## src/rtl/cu_window_decoder.sv

```systemverilog
module cu_window_decoder #(
  parameter int NUM_CELLS = 32,
  parameter int TAG_IDX_W = 3,
  localparam int CELL_W = (NUM_CELLS > 1) ? $clog2(NUM_CELLS) : 1
) (
  input  logic              clk,
  input  logic              rst_n,
  input  logic              tag_wr,
  input  logic [TAG_IDX_W-1:0] tag_idx,
  input  logic [31:0]       tag_wdata,
  output logic [31:0]       tag_rdata,
  output logic              tag_bad,
  input  logic              st_valid,
  input  logic              st_write,
  input  logic [1:0]        st_size,
  input  logic [31:0]       st_addr,
  input  logic [31:0]       st_wdata,
  output logic              st_hit,
  output logic [CELL_W-1:0] st_cell,
  output logic [3:0]        st_view,
  output logic              st_err,
  output logic [31:0]       st_rdata
);
  localparam int SIZE_W = 18;
  localparam int OFS_W  = 17;

  logic [21:0]       base_q;
  logic              en_q;
  logic [6:0]        mask_q;
  logic [2:0]        grain_q;
  logic [SIZE_W-1:0] size_q;
  logic [2:0]        err_q;
  logic [2:0]        blk_q;
  logic              tag_bad_q;

  logic [7:0]  mplus;
  logic        pow2;
  logic [32:0] win_lo, win_hi;
  logic [31:0] offset;
  logic [OFS_W-1:0] shifted;
  logic        word_ok, stat_view;
  logic [31:0] status;

  assign mplus  = {1'b0, tag_wdata[16:10]} + 8'd1;
  assign pow2   = (mplus & (mplus - 8'd1)) == 8'd0;

  assign win_lo = {1'b0, base_q, 10'b0};
  assign win_hi = win_lo + {15'b0, size_q};
  assign st_hit = st_valid && en_q && ({1'b0, st_addr} >= win_lo) && ({1'b0, st_addr} < win_hi);

  assign offset  = st_addr - {base_q, 10'b0};
  assign st_view = offset[6:3];
  assign shifted = offset[OFS_W-1:0] >> (5'd7 + {2'b0, grain_q});
  assign st_cell = (shifted >= OFS_W'(NUM_CELLS)) ? CELL_W'(NUM_CELLS - 1) : shifted[CELL_W-1:0];

  assign st_err    = st_hit && !st_size[1];
  assign word_ok   = st_hit && st_size[1];
  assign stat_view = st_view == 4'hF;
  assign status    = {21'b0, blk_q, 5'b0, err_q};
  assign st_rdata  = (word_ok && !st_write && stat_view) ? status : 32'b0;

  always_comb begin
    case (tag_idx)
      TAG_IDX_W'(0): tag_rdata = {base_q, 9'b0, en_q};
      TAG_IDX_W'(1): tag_rdata = {12'(NUM_CELLS), 3'b0, mask_q, 7'b0, grain_q};
      default:       tag_rdata = 32'b0;
    endcase
  end

  assign tag_bad = tag_bad_q;

  always_ff @(posedge clk) begin
    if (!rst_n) begin
      base_q    <= '0;
      en_q      <= 1'b0;
      mask_q    <= 7'd3;
      grain_q   <= 3'd0;
      size_q    <= SIZE_W'(4096);
      err_q     <= '0;
      blk_q     <= '0;
      tag_bad_q <= 1'b0;
    end else begin
      tag_bad_q <= tag_wr && (tag_idx > TAG_IDX_W'(1));
      if (tag_wr && tag_idx == TAG_IDX_W'(0)) begin
        base_q <= tag_wdata[31:10];
        en_q   <= tag_wdata[0];
      end
      if (tag_wr && tag_idx == TAG_IDX_W'(1)) begin
        mask_q  <= tag_wdata[16:10];
        grain_q <= tag_wdata[2:0];
        if (pow2) size_q <= {mplus, 10'b0};
      end
      if (st_err) err_q[2] <= 1'b1;
      else if (word_ok && st_write && stat_view) begin
        err_q <= err_q & ~st_wdata[2:0];
        blk_q <= st_wdata[10:8];
      end
    end
  end
endmodule


```

## config.mk

```make
export PLATFORM = sky130hd
export DESIGN_NAME = cu_window_decoder
export DESIGN_NICKNAME = d
export VERILOG_FILES = /design/src/rtl/cu_window_decoder.sv
export SDC_FILE = /design/constraint.sdc
export NUM_CORES = 1
export LEC_CHECK = 0
export BUFFER_PORTS_ARGS = -buffer_cell sky130_fd_sc_hd__buf_2
export CAP_MARGIN = 5
export CORE_UTILIZATION = 45
export DETAILED_ROUTE_END_ITERATION = 16
export PLACE_DENSITY = 0.78
export SETUP_SLACK_MARGIN = 0.5
export SLEW_MARGIN = 25
export SYNTH_ARGS = -nofsm -noshare
export SYNTH_HDL_FRONTEND = slang
export SYNTH_SLANG_ARGS = --single-unit
```

## constraint.sdc

```tcl
create_clock -name clk -period 4.3 [get_ports clk]
set_input_delay 0.86 -clock clk [delete_from_list [all_inputs] [get_ports clk]]
set_output_delay 0.86 -clock clk [all_outputs]
set_load 0.1 [all_outputs]
```

# Yosys cells after proc, flatten, opt, wreduce, memory -nomap -nowiden
# Index checks and enable logic that the tools add are counted.
# op_classes
n_eq_ne	2
n_reduce_logical	19
bitwise	4
shift	1
magnitude_cmp	4
add_sub_neg	5
n_mux	5
# op_table
op	n
32-bit one-hot mux with 2 select lines	1
32-bit by 18-bit adder with 33-bit output	1
32-bit by 33-bit < comparator with 1-bit output	1
32-bit >= comparator	1
17-bit by 6-bit >= comparator with 1-bit output (second input constant)	1
17-bit by 4-bit >> shifter with 17-bit output	1
17-bit subtractor	1
1-bit logical AND	12
11-bit 2-to-1 mux	1
7-bit by 1-bit adder with 8-bit output (second input constant)	1
8-bit AND	1
8-bit logical NOT	1
8-bit by 1-bit subtractor with 8-bit output (second input constant)	1
5-bit 2-to-1 mux	1
3-bit by 3-bit adder with 4-bit output (first input constant)	1
4-bit equality test (second input constant)	1
2-bit AND reduction	2
3-bit AND	1
3-bit by 1-bit equality test with 1-bit output (second input constant)	1
3-bit by 1-bit > comparator with 1-bit output (second input constant)	1
3-bit logical NOT	1
3-bit 2-to-1 mux	1
3-bit inverter	1
1-bit logical NOT	2
3 further kinds	3
# word_totals
inputBits	106
elab_cells	49
regBits	48

# Logic depth before layout (Yosys ltp)
# Gate-level depths: netlist of the first run.
# logic_depth
depth_word	8
ltp_mapped	17
ltp_nobuf	17

# Least setup slack after synthesis of the first run
# No wires, ideal clock.
# synth_timing
path_type	reg2out
start	reg base_q[0]
end	out st_err
setup_slack_ns	-1.073
path_buffers	0
required_time_ns	3.440
stages_incl_launch_ff	17
arrival_time_ns	4.513
cell_sequence	dfxtp_1 ha_1 fa_1 a21o_1 a21oi_1 nand2b_1 a21oi_4 and2_1 and2b_1 xnor2_1 ha_1 a21o_1 a21oi_1 o21ai_0 a2bb2oi_2 or3_4 nor2_1
# synth_via
elab_chain_len	4
word_cells_on_any_way	6
classes_between	add/sub: 1; order compare: 2; reduce/logical: 3
# synth_lines
element	line_no	source
start, declared	27	logic [21:0] base_q;
start signal, assigned	85	base_q <= tag_wdata[31:10];
32-bit by 18-bit adder with 33-bit output or 32-bit >= comparator (tied branches)	48, 49	
32-bit by 33-bit < comparator with 1-bit output or 1-bit logical AND (tied branches)	49	assign st_hit = st_valid && en_q && ({1'b0, st_addr} >= win_lo) && ({1'b0, st_addr} < win_hi);
1-bit logical AND (*)	49	
1-bit logical AND (*)	56	assign st_err = st_hit && !st_size[1];
end, declared	21	output logic st_err,
# Every way passes the cells marked *; elsewhere a longest branch is shown, timed or not.

# Worst setup path in the final report of the first run
# layout_timing
start	reg base_q[1]
end	out st_rdata[10]
# layout_via
elab_chain_len	7
word_cells_on_any_way	9
classes_between	add/sub: 1; order compare: 2; mux: 1; reduce/logical: 5
# layout_lines
element	line_no	source
32-bit by 18-bit adder with 33-bit output or 32-bit >= comparator (tied branches)	48, 49	
32-bit by 33-bit < comparator with 1-bit output or 1-bit logical AND (tied branches)	49	
1-bit logical AND (*)	49	
1-bit logical AND (*)	57	assign word_ok = st_hit && st_size[1];
1-bit logical AND (*) (2 in a row)	60	assign st_rdata = (word_ok && !st_write && stat_view) ? status : 32'b0;
11-bit 2-to-1 mux (*)	60	
end, declared	22	output logic [31:0] st_rdata
# Marked as above.

==> results.py, run 1 <==
metrics = {
    "drt": {
        "antenna_left": 0,
        "drt-initial-drc-count": 221,
        "drc": 0,
        "drt_wl_total_um": 13500,
        "via_per_inst": 5.42,
        "first_pass_iters": 5,
        "wl_per_cell_um": 15.3,
        "vias": 4775,
    },
    "yosys": {
        "synth_cells": 612,
        "ys_types": 61,
        "synth_seq_area_share": 0.210,
        "synth_warnings": 0,
        "ys.flop_type": "dfxtp_1",
        "synth_enable_flop_cells": 0,
        "async_reset_ff_frac": 0,
        "avgSynthCellArea_um2": 7.49,
        "ys_seq_elements": 48,
        "syn_area_um2": 4590,
    },
    "power": {
        "irDropWorstVdd_v": 0.000161,
        "leakage_nw": 2.60,
        "internal-power_uw": 769,
        "p_comb_frac": 0.360,
        "swShare": 0.397,
        "powerDensity_nw_per_um2": 211,
        "p_seq_frac": 0.360,
        "total_power_mw": 1.28,
        "p_switching_uw": 506,
        "power.share.clock": 0.281,
    },
    "grt": {
        "met3_usage": 0.0346,
        "use_met1": 0.308,
        "grtUsageTotal": 0.250,
        "grt_max_degree": 38,
        "grt.busiest_layer": "met2",
        "grt_pass1_wl_um": 20900,
        "overflow": 0,
        "grt_pass1_vias": 4573,
        "antenna_found_initial": 0,
        "gr-usage-met2": 0.447,
    },
    "run_status": {
        "status": "complete, but fails checks",
        "violations": "setup timing",
    },
    "hold_path": {
        "hp-start": "err_q[0]$_SDFFE_PN0P_",
        "holdPathStages": 2,
        "min_path_type": "flip-flop to flip-flop",
        "min_to": "err_q[0]$_SDFFE_PN0P_",
    },
    "clock_tree": {
        "cts.path.max_buffers": 2,
        "cts-root-buf": "clkbuf_8",
        "cts_tree": "yes",
        "cts_hold_repair.buffers": 0,
        "clkSlewWorstSetupHoldPaths_ps": 90,
        "insertion_delay_ps": 310,
        "numCtsBuffers": 5,
        "cts.sinks": 48,
        "cts_max_level": 2,
    },
    "timing": {
        "worstMarginPinSlew_ps": 1020,
        "setup_ws_ps": -445,
        "setup_violations": 8,
        "fmax_mhz": 211,
        "slew_viol_final": 0,
        "slew_headroom": 0.322,
        "fin_worst_skew_ps": 8.69,
        "finalHoldViolations": 0,
        "fin_crit_ps": 4740,
        "rsz0062_at_grt": "true",
        "fin_crit_sh": 1.10,
        "hold_slack_ps": 454,
    },
    "worst_setup_path": {
        "cp-start-kind": "flip-flop",
        "critPathTopFamily": "compound AO/OA/AOI/OAI gates",
        "critPathBufInv": 4,
        "path_max_fanout": 7,
        "path_class": "flip-flop to output pin",
        "required_ps": 3440,
        "slowest_delay_ps": 370,
        "crit_path_end_kind": "output pin",
        "cp_cell_sequence": "ha_4, a21o_1, a21oi_2, nor2b_2, o31ai_2, buf_4, a21oi_2, buf_6, nand3_1, xnor2_1, ha_1, o211ai_1, nor4_2, nand2_1, o21ai_2, a2bb2oi_4, nor4b_4, buf_4, and2_4, buf_12",
        "r2r_start": "base_q[1]$_SDFFE_PN0P_",
        "worst_path_max_delay_cell": "dfxtp_4",
        "reg2reg_to": "blk_q[0]$_SDFFE_PN0P_",
        "reg2reg_depth": 18,
        "worstPathArrival_ps": 3880,
        "rrSetupSlack_ps": 710,
    },
    "layout": {
        "instances_no_fill": 881,
        "final_nets": 909,
        "fillerInstances": 831,
        "diodes": 0,
        "area_delta_synth_final_pct": 32.1,
        "drive_above_1_share": 0.336,
    },
    "floorplanning": {
        "ioPinCount": 182,
        "die_w_um": 103,
        "row_count": 36,
        "fp.dieArea_um2": 10600,
        "die_h_um": 103,
        "coreArea_um2": 9820,
        "initial_utilization": 0.467,
    },
    "run": {
        "cap_violations": 0,
    },
    "placement": {
        "pre_cts_ws_ps": -240,
        "dp.cells": 852,
        "routabilityCongestion": 0.908,
        "portBuffers": 114,
        "dp_hpwl_um": 10100,
    },
}
-- registers in the layout (all words and copies together) (netlist names) --
signal and cells:
en_q 1, mask_q 7, base_q 22, tag_bad 1, size_q 8, err_q 3, blk_q 3, grain_q 3
-- layout by cell type, fill, tap and decap left out, types with 4 or more instances in the layout --
| master | n |
|---|---|
| a211oi_1 | 7 |
| a21o_1 | 6 |
| a21oi_1 | 53 |
| a21oi_2 | 10 |
| and2_4 | 7 |
| and3_1 | 9 |
| buf_12 | 11 |
| buf_2 | 100 |
| buf_4 | 43 |
| buf_6 | 5 |
| clkbuf_8 | 6 |
| conb_1 | 33 |
| dfxtp_1 | 44 |
| ha_1 | 51 |
| inv_1 | 34 |
| mux2i_1 | 16 |
| nand2_1 | 101 |
| nand2b_1 | 4 |
| nand3_1 | 21 |
| nand4_1 | 10 |
| nor2_1 | 29 |
| nor3_2 | 14 |
| nor4_1 | 7 |
| o211ai_1 | 7 |
| o21ai_0 | 9 |
| o21ai_1 | 8 |
| o21ai_2 | 5 |
| o31ai_1 | 5 |
| xnor2_1 | 17 |
| xor2_1 | 7 |
-- synth_stat cells, types with 2 or more instances --
cell / count / area (um^2)
dfxtp_1: 48 / 961
inv_2: 2 / 7.51
nor2_1: 30 / 113
fa_1: 2 / 40.0
buf_1: 3 / 11.3
nand4_1: 10 / 62.6
nor4_1: 8 / 50.1
ha_1: 54 / 676
and2_1: 10 / 62.6
a21oi_1: 63 / 315
o211ai_1: 7 / 52.6
xor2_1: 7 / 61.3
o31ai_1: 6 / 45.0
nand3_1: 23 / 115
inv_1: 37 / 139
buf_4: 37 / 278
o21ai_0: 14 / 70.1
a22oi_1: 2 / 15.0
xnor2_1: 20 / 175
nor2b_1: 3 / 18.8
o21ai_1: 7 / 35.0
buf_2: 2 / 10.0
a21o_1: 6 / 45.0
mux4_2: 2 / 45.0
a211oi_1: 10 / 75.1
nand2b_1: 6 / 37.5
mux2i_1: 17 / 170
clkbuf_1: 20 / 75.1
nor3_1: 16 / 80.1
nand2_1: 101 / 379
and3_1: 9 / 56.3
-- worst max-delay path by stage --
stage | from | endpoint | cells past startpoint
floorplan | st_addr[10] | st_cell[2] | 11
global placement | base_q[1]$_SDFFE_PN0P_ | st_rdata[0] | 19
detailed placement | base_q[1]$_SDFFE_PN0P_ | st_rdata[0] | 19
CTS | base_q[0]$_SDFFE_PN0P_ | st_rdata[10] | 19
global route | base_q[1]$_SDFFE_PN0P_ | st_rdata[2] | 20
finish | base_q[1]$_SDFFE_PN0P_ | st_rdata[10] | 20
-- final cells by class --
class | count | area (um^2) | area share
clock inverter | 2 | 38.8 | 0.00640
clock buffer | 6 | 82.6 | 0.0136
multi-input combinational | 494 | 3540 | 0.584
tap | 133 | 166 | 0.0275
timing repair buffer | 159 | 1100 | 0.182
sequential | 48 | 971 | 0.160
inverter | 39 | 163 | 0.0269
-- per-layer routing --
metal  share of wire  up-vias  routed length [um]
li1                -     2339                   -
met1            0.42     2189                5640
met2            0.50      211                6690
met3           0.062       36                 829
met4           0.023        0                 310
met5               0        -                   0
-- cell families (layout without fill, tap and decap cells) --
logic type,after synthesis,in the layout,share of synthesized area
xor+xnor,27,27,0.0516
simple gates,228,228,0.241
fa+ha+maj,56,56,0.156
compound gates,130,130,0.177
mux,20,20,0.0494
buf+inv,102,206,0.115
other cells,1,33,0.000818
flops,48,48,0.210
-- worst register-to-register path, stage by stage, from the launching register on --
cell	delay, ps
dfxtp_4	370
buf_6	120
fa_2	390
a21o_1	190
a21oi_2	140
nand2b_4	160
a21oi_4	60
buf_4	170
nand2_1	80
xnor2_1	110
ha_1	270
a211oi_2	230
o21ai_1	100
o2111ai_1	100
a21oi_2	100
a2bb2oi_4	200
buf_4	160
nor4_4	320
mux2i_1	250
-- timing repair --
| action | CTS | global route |
|---|---|---|
| pin swaps | 31 | 20 |
| gates resized for setup | 41 | 16 |
| setup endpoints to repair | 13 | 18 |
| buffers inserted | 13 | 8 |
-- power groups by stage --
stage          sequential, mW  combinational, mW  clock [mW]
6_report                0.459              0.459       0.358
5_1_grt                 0.460              0.490       0.380
4_1_cts                 0.459              0.442       0.361
3_5_place_dp            0.469              0.418           0
3_3_place_gp            0.469              0.408           0
2_1_floorplan           0.470              0.347           0
-- through the flow --
step                 util  setup TNS, ps  instance area (um^2)
finish              0.617          -3350                  6060
global route        0.617          -4760                  6060
CTS                 0.603          -2880                  5920
global placement    0.565           -996                  5550
floorplan               -           -716                  4890
detailed placement  0.565          -1780                  5550
(Power assumes the default switching activity.)
==> inputs of run 2 (changes only) <==
==> constraint.sdc (replaced) <==
create_clock -name clk -period 4.3 [get_ports clk]
set_input_delay 0.86 -clock clk [delete_from_list [all_inputs] [get_ports clk]]
set_output_delay 0.86 -clock clk [all_outputs]
set_load 0.005 [all_outputs]
==> run 2 against run 1 <==
Hold slack gained 2.4 ps. Combinational power shrank 38%. Sequential power is essentially flat. Power shrank 10%. Largest power group unchanged. Clock power grew 13%. Non-clock buffer count shrank 8. Critical path depth shrank 3. Cell count shrank 0.91%. Wire length shrank 2.2%. Clock skew grew 12 ps. The run still ends with setup timing left.
==> results.py, run 2 (same netlist as run 1, synthesis figures left out) <==
metrics = {
    "placement": {
        "routabilityCongestion": 0.863,
        "portBuffers": 114,
        "dp.cells": 849,
        "pre_cts_ws_ps": -112,
        "dp_hpwl_um": 9740,
    },
    "clock_tree": {
        "cts.path.max_buffers": 2,
        "numCtsBuffers": 5,
        "cts_hold_repair.buffers": 0,
        "insertion_delay_ps": 310,
        "cts_tree": "yes",
        "cts_max_level": 2,
        "cts-root-buf": "clkbuf_8",
        "clkSlewWorstSetupHoldPaths_ps": 100,
        "cts.sinks": 48,
    },
    "floorplanning": {
        "die_w_um": 103,
        "coreArea_um2": 9820,
        "fp.dieArea_um2": 10600,
        "row_count": 36,
        "die_h_um": 103,
        "ioPinCount": 182,
        "initial_utilization": 0.467,
    },
    "timing": {
        "worstMarginPinSlew_ps": 985,
        "fin_crit_sh": 1.09,
        "slew_viol_final": 0,
        "hold_slack_ps": 457,
        "setup_violations": 8,
        "rsz0062_at_grt": "true",
        "setup_tns_ps": -2880,
        "slew_headroom": 0.343,
        "fmax_mhz": 214,
        "setup_ws_ps": -372,
        "fin_crit_ps": 4670,
        "finalHoldViolations": 0,
        "fin_worst_skew_ps": 20.3,
    },
    "layout": {
        "largest_reg_flops": 22,
        "final_nets": 901,
        "drive_above_1_share": 0.299,
        "largest-register": "base_q",
        "diodes": 0,
        "instances_no_fill": 873,
        "most-common-layout-cells": "buf_2 (110), nand2_1 (101), a21oi_1 (53), ha_1 (51), dfxtp_1 (44)",
        "reg_top3": "base_q (22), size_q (8), mask_q (7)",
        "fillerInstances": 891,
        "final_common_cell": "buf_2",
        "area_delta_synth_final_pct": 25.0,
    },
    "worst_setup_path": {
        "required_ps": 3440,
        "worstPathArrival_ps": 3810,
        "critPathBufInv": 4,
        "cp_common_cell": "buf_4",
        "reg2reg_depth": 18,
        "worst-path-stages": 17,
        "cp_cell_sequence": "ha_4, a21o_1, a21oi_2, nor2b_2, o31ai_2, buf_4, buf_4, a21bo_2, ha_1, a211o_1, a41oi_2, o21ai_2, a2bb2oi_4, nor4b_2, buf_4, and2_4, buf_6",
        "crit_path_end_kind": "output pin",
        "worst_path_max_delay_cell": "dfxtp_2",
        "path_class": "flip-flop to output pin",
        "path_max_fanout": 6,
        "cp-start-kind": "flip-flop",
        "critPathTopFamily": "compound AO/OA/AOI/OAI gates",
        "slowest_delay_ps": 400,
    },
    "power": {
        "total_power_mw": 1.15,
        "powerDensity_nw_per_um2": 200,
        "leakage_nw": 2.50,
        "p_comb_frac": 0.248,
        "p_seq_frac": 0.400,
        "internal-power_uw": 806,
        "power.share.clock": 0.352,
        "swShare": 0.298,
        "irDropWorstVdd_v": 0.000129,
        "p_switching_uw": 341,
    },
    "grt": {
        "grt_pass1_vias": 4291,
        "grtUsageTotal": 0.235,
        "grt_pass1_wl_um": 19600,
        "grt_max_degree": 38,
        "antenna_found_initial": 0,
        "overflow": 0,
    },
    "drt": {
        "via_per_inst": 5.35,
        "vias": 4672,
        "drt-initial-drc-count": 173,
        "wl_per_cell_um": 15.1,
        "drt_wl_total_um": 13200,
        "antenna_left": 0,
        "drc": 0,
        "first_pass_iters": 4,
    },
    "run_status": {
        "status": "complete, but fails checks",
        "violations": "setup timing",
    },
    "hold_path": {
        "min_path_type": "flip-flop to flip-flop",
        "holdPathStages": 2,
    },
    "run": {
        "cap_violations": 0,
    },
}
## run 2: layer usage
metal  vias up  global-route usage  routed length (um)
li1       2321                   -                   -
met1      2164               0.290                5630
met2       160               0.417                6580
met3        27              0.0264                 578
met4         0              0.0932                 384
met5         -                   0                   0
## run 2: path summary, 6_finish.rpt
check,slack [ps],endpoint,startpoint
max,-370,st_rdata[8],base_q[1]$_SDFFE_PN0P_
min,460,err_q[0]$_SDFFE_PN0P_,err_q[0]$_SDFFE_PN0P_
max reg2reg,490,err_q[2]$_SDFFE_PN0P_,base_q[1]$_SDFFE_PN0P_
min reg2reg,460,err_q[0]$_SDFFE_PN0P_,err_q[0]$_SDFFE_PN0P_
## run 2: power groups by stage
stage	Sequential (mW)	Clock, mW	Combinational, mW
5_1_grt	0.460	0.422	0.318
2_1_floorplan	0.466	0	0.182
3_3_place_gp	0.469	0	0.240
3_5_place_dp	0.470	0	0.249
4_1_cts	0.459	0.408	0.268
6_report	0.459	0.403	0.284
## run 2: final cells by class
cell class                      count  area (um^2)  area share
Clock buffer                        5         68.8      0.0120
Multi-Input combinational cell    494         3430       0.598
Clock inverter                      3         68.8      0.0120
Inverter                           39          149      0.0260
Sequential cell                    48          968       0.169
Timing Repair Buffer              151          885       0.154
Tap cell                          133          166      0.0290
## run 2: metrics by stage
stage	instance area, um^2	utilization
after floorplan	4750	-
after global placement	5260	0.536
after detailed placement	5260	0.536
after CTS	5590	0.570
after global routing	5730	0.584
final	5730	0.584
## run 2: worst min-delay path: stages, from the launching register on
cell	delay, ps
dfxtp_1	320
nand2_1	70
a21oi_2	30
## run 2: timing repair
item,4_1_cts,5_1_grt
pin swaps,12,29
buffers inserted,9,7
endpoints found under the setup margin,19,19
gates resized for setup,30,19
